**config.mk**
```make
export PLATFORM = sky130hd
export DESIGN_NAME = mem_rmw_sequencer
export DESIGN_NICKNAME = d
export VERILOG_FILES = /design/src/rtl/mem_rmw_sequencer.sv
export SDC_FILE = /design/constraint.sdc
export NUM_CORES = 1
export LEC_CHECK = 0
export BUFFER_PORTS_ARGS = -buffer_cell sky130_fd_sc_hd__buf_2
export CAP_MARGIN = 15
export CORE_MARGIN = 2
export CORE_UTILIZATION = 25
export CTS_CLUSTER_SIZE = 12
export DETAILED_ROUTE_END_ITERATION = 7
export GPL_TIMING_DRIVEN = 0
export PLACE_DENSITY = 0.59
export SLEW_MARGIN = 10
export SYNTH_ARGS = -nofsm -noshare
export SYNTH_HDL_FRONTEND = slang
export SYNTH_SLANG_ARGS = --single-unit
```
**constraint.sdc**
```tcl
create_clock -name clk -period 1.35 [get_ports clk]
set_clock_uncertainty 0.05 [all_clocks]
set_input_delay 0.0675 -clock clk [delete_from_list [all_inputs] [get_ports clk]]
set_output_delay 0.0675 -clock clk [all_outputs]
set_load 0.05 [all_outputs]
```
**src/rtl/mem_rmw_sequencer.sv**
```systemverilog
module mem_rmw_sequencer #(
  parameter int AW    = 16,
  parameter int DW    = 16,
  parameter int CNT_W = 4
) (
  input  logic             clk,
  input  logic             rst_n,
  input  logic             req_valid,
  output logic             req_ready,
  input  logic [1:0]       req_kind,
  input  logic [AW-1:0]    req_addr,
  input  logic             req_byte,
  input  logic             req_byte_form,
  input  logic [DW-1:0]    req_wdata,
  output logic             rsp_valid,
  output logic [DW-1:0]    rsp_data,
  output logic [AW-1:0]    mem_addr,
  output logic             mem_rd,
  output logic             mem_wr,
  output logic [DW-1:0]    mem_wdata,
  input  logic [DW-1:0]    mem_rdata,
  output logic [CNT_W-1:0] acc_count
);
  localparam int HB = DW / 2;
  localparam logic [CNT_W-1:0] CNT_MAX = {CNT_W{1'b1}};
  localparam logic [1:0] K_FETCH = 2'b00;
  localparam logic [1:0] K_STORE = 2'b10;

  typedef enum logic [1:0] {S_IDLE, S_RD, S_WR} st_t;

  st_t           st;
  logic [1:0]    kind_q;
  logic [AW-1:0] addr_q;
  logic          bsel_q;
  logic [DW-1:0] wd_q;
  logic [DW-1:0] old_q;

  wire take = req_valid && req_ready;

  assign req_ready = (st == S_IDLE);
  assign mem_rd    = (st == S_RD);
  assign mem_wr    = (st == S_WR);
  assign mem_addr  = {addr_q[AW-1:1], 1'b0};

  always_comb begin
    if (!bsel_q)
      mem_wdata = wd_q;
    else if (addr_q[0])
      mem_wdata = {old_q[DW-1:HB], wd_q[HB-1:0]};
    else
      mem_wdata = {wd_q[HB-1:0], old_q[HB-1:0]};
  end

  always_ff @(posedge clk or negedge rst_n) begin
    if (!rst_n) begin
      st        <= S_IDLE;
      kind_q    <= K_FETCH;
      addr_q    <= '0;
      bsel_q    <= 1'b0;
      wd_q      <= '0;
      old_q     <= '0;
      rsp_valid <= 1'b0;
      rsp_data  <= '0;
    end else begin
      rsp_valid <= 1'b0;
      case (st)
        S_IDLE: if (take) begin
          kind_q <= req_kind;
          addr_q <= req_addr;
          bsel_q <= req_byte && req_byte_form;
          wd_q   <= req_wdata;
          st     <= (req_kind == K_STORE && !req_byte_form) ? S_WR : S_RD;
        end
        S_RD: begin
          old_q     <= mem_rdata;
          rsp_data  <= mem_rdata;
          rsp_valid <= 1'b1;
          st        <= (kind_q == K_STORE) ? S_WR : S_IDLE;
        end
        S_WR:    st <= S_IDLE;
        default: st <= S_IDLE;
      endcase
    end
  end

  always_ff @(posedge clk or negedge rst_n) begin
    if (!rst_n)
      acc_count <= '0;
    else if (mem_rd || mem_wr) begin
      if (kind_q == K_FETCH)
        acc_count <= {{(CNT_W-1){1'b0}}, 1'b1};
      else if (acc_count != CNT_MAX)
        acc_count <= acc_count + 1'b1;
    end
  end
endmodule

```
==> flow_summary.ini <==
[critical_path]
path_class = reg2out
crit_buf_inv = 3
start_kind = flip-flop
crit_start = addr_q[0]
crit_required_ns = 1.23
slowest_stage = dfrtp_1
cp-end-kind = output pin
rrSetupSlack_ns = -0.10
cp_cell_sequence = buf_6 > nor2b_4 > buf_12 > mux2_4 > buf_8
cp_max_fo = 8
regToRegStartpoint = st[0]
slowest_delay_ns = 0.38
cp_top_family = buffers and inverters
cp.arrival_ns = 1.59

[clocking]
clock-root-buffer = clkbuf_8
clk_pin_slew_worst_paths_ns = 0.06
htreeDepth = 3
cts_buffer_depth = 2
clkLatencyLatePin_ns = 0.33
cts_buffers = 9
cts_tree = done
clock-sinks = 58

[status]
status = finished with violations
violations = setup timing

[global_routing]
antenna_found_initial = 0
grt_pass1_vias = 2417
grt_overflow_total = 0
grt_max_degree = 59
grt.total_usage = 0.143
grt_pass1_wl_mm = 12.7

[sta]
slew-limit-headroom = 0.494
worst_pin_slew_ns = 0.760
max_freq_mhz = 587
grt_setup_unrepaired = true
final_max_slew_viol_count = 0
min_period_over_period = 1.26
hold_viol_final = 0
fin_hold_ws_ns = 0.0366
finalWorstSetupSlack_ns = -0.354
setup_viol = 71
finalCriticalPeriod_ns = 1.70

[synth]
synthCells = 198
synth.distinct_cells = 27
syn-num-nets = 257
yosysSeqAreaShare = 0.520
synth_area_um2 = 2790
avgSynthCellArea_um2 = 14.1
synth_seq_cells = 58
yosys_warnings = 0

[floorplan]
start_util = 0.257
rows = 38
dieWidth_um = 110
io_pins = 111
core_um2 = 10800
die_area_um2 = 12000
die_h_um = 110

[routing]
drt_iter0_drc = 53
via_per_inst = 4.16
ant_nets = 0
routedWlPerCell_um = 15.1
drc = 0
via_count = 2231
drt_wl_total_mm = 8.10
drt_pass1_iterations = 4

[placement]
dp_hpwl_mm = 4.88
io_buffers = 109
routabilityCongestion = 0.674

[worst_hold_path]
hp-start = req_valid
hold_class = in2reg

[finish]
syn_to_final_growth_pct = 77.9
fill_cells = 969
fin_nets = 450
drive_above_1_share = 0.641
n_antenna_cell = 0

[job]
maxCapViolations = 0
per-stage QoR:
stage / area [um2] / setup WS (ns) / util / TNS, ns / instances
finish: 4960 / -0.354 / 0.458 / -9.46 / 536
global route: 4960 / -0.406 / 0.458 / -13.32 / 536
CTS: 4960 / -0.396 / 0.458 / -11.50 / 539
detailed placement: 3740 / -0.200 / 0.345 / -7.36 / 447
global placement: 3740 / -0.194 / 0.345 / -7.57 / 447
floorplan: 3020 / -0.143 / - / -5.16 / 198
worst reg2reg max path, cell delays in order (launching register included):
cell and delay (ns):
dfrtp_1 0.42, buf_6 0.14, ha_4 0.16, buf_8 0.14, buf_12 0.14, mux2_4 0.30
cell usage in the layout, fill, tap and decap left out, types with 4 or more instances in the layout:
cell type      count
a21oi_4            8
buf_12             6
buf_2             89
buf_4             25
buf_6             23
buf_8              9
clkbuf_8          10
dfrtp_1           56
dlygate4sd3_1     53
ha_4               4
mux2_2             5
mux2_4            53
mux2i_2            7
nor2_1             9
kinds of logic (layout without fill, tap and decap cells):
group           Yosys count  in the layout  synth area share
flops                    58             58             0.520
mux                      67             67             0.304
compound gates           19             19            0.0399
buf+inv                  28            226            0.0763
simple gates             21             21            0.0399
other cells               1              1           0.00134
fa+ha+maj                 4              4            0.0179
cell type report:
type	count	area (um2)	share of cell area
sequential	58	1450	0.293
tap	140	175	0.0353
timing repair buffer	184	1510	0.304
inverter	3	11.3	0.00227
clock inverter	3	15.0	0.00303
clock buffer	13	149	0.0300
multi-input combinational	112	1430	0.287
buffer	23	225	0.0454
routing by layer:
metal | routed length, um | vias up | track usage
li1 | - | 1068 | -
met3 | 352 | 14 | 0.0267
met5 | 0 | - | 0
met4 | 182 | 0 | 0.0714
met1 | 3520 | 1074 | 0.174
met2 | 4050 | 75 | 0.243
flip-flops by register name (all words and copies together) (netlist names):
| signal | flops |
|---|---|
| bsel_q | 1 |
| old_q | 16 |
| rsp_valid | 1 |
| wd_q | 16 |
| kind_q | 2 |
| st | 2 |
| acc_count | 4 |
| addr_q | 16 |
cell usage after synthesis:
cell type / count / area (um2)
inv_1: 3 / 11.3
a21oi_1: 11 / 55.1
nor3b_1: 1 / 7.51
and4b_1: 1 / 10.0
nand3_1: 1 / 5.00
buf_2: 2 / 10.0
o21ai_0: 3 / 15.0
nand3b_1: 1 / 7.51
nor2_1: 9 / 33.8
mux2i_1: 9 / 90.1
nor2b_1: 1 / 6.26
nand2_1: 4 / 15.0
ha_1: 4 / 50.1
buf_6: 5 / 56.3
mux2_4: 28 / 420
o211a_1: 1 / 10.0
a22o_1: 1 / 8.76
and3_1: 1 / 6.26
a32oi_1: 1 / 8.76
mux2_2: 30 / 338
dfrtp_1: 58 / 1450
o22ai_1: 1 / 6.26
nand2_4: 1 / 11.3
a211oi_1: 1 / 7.51
conb_1: 1 / 3.75
and3b_1: 1 / 8.76
buf_4: 18 / 135
repair_timing:
item | CTS | global route
resized for setup | 78 | 23
setup buffers | 19 | 3
hold endpoints to repair | 109 | 0
gates cloned | 4 | 0
endpoints found under the setup margin | 63 | 72
pin swaps | 12 | 3
hold buffers | 53 | 0
final timing paths:
check                               end  cells past startpoint
max                        mem_wdata[5]                      5
min                               st[0]                      2
max reg2reg                   old_q[15]                      5
min reg2reg                     wd_q[8]                      1
max in group asynchronous  acc_count[1]                      2
min in group asynchronous      old_q[3]                      2
Power is not shown: default switching activity piles up to over one toggle a cycle in this logic, so the estimate is an artifact.
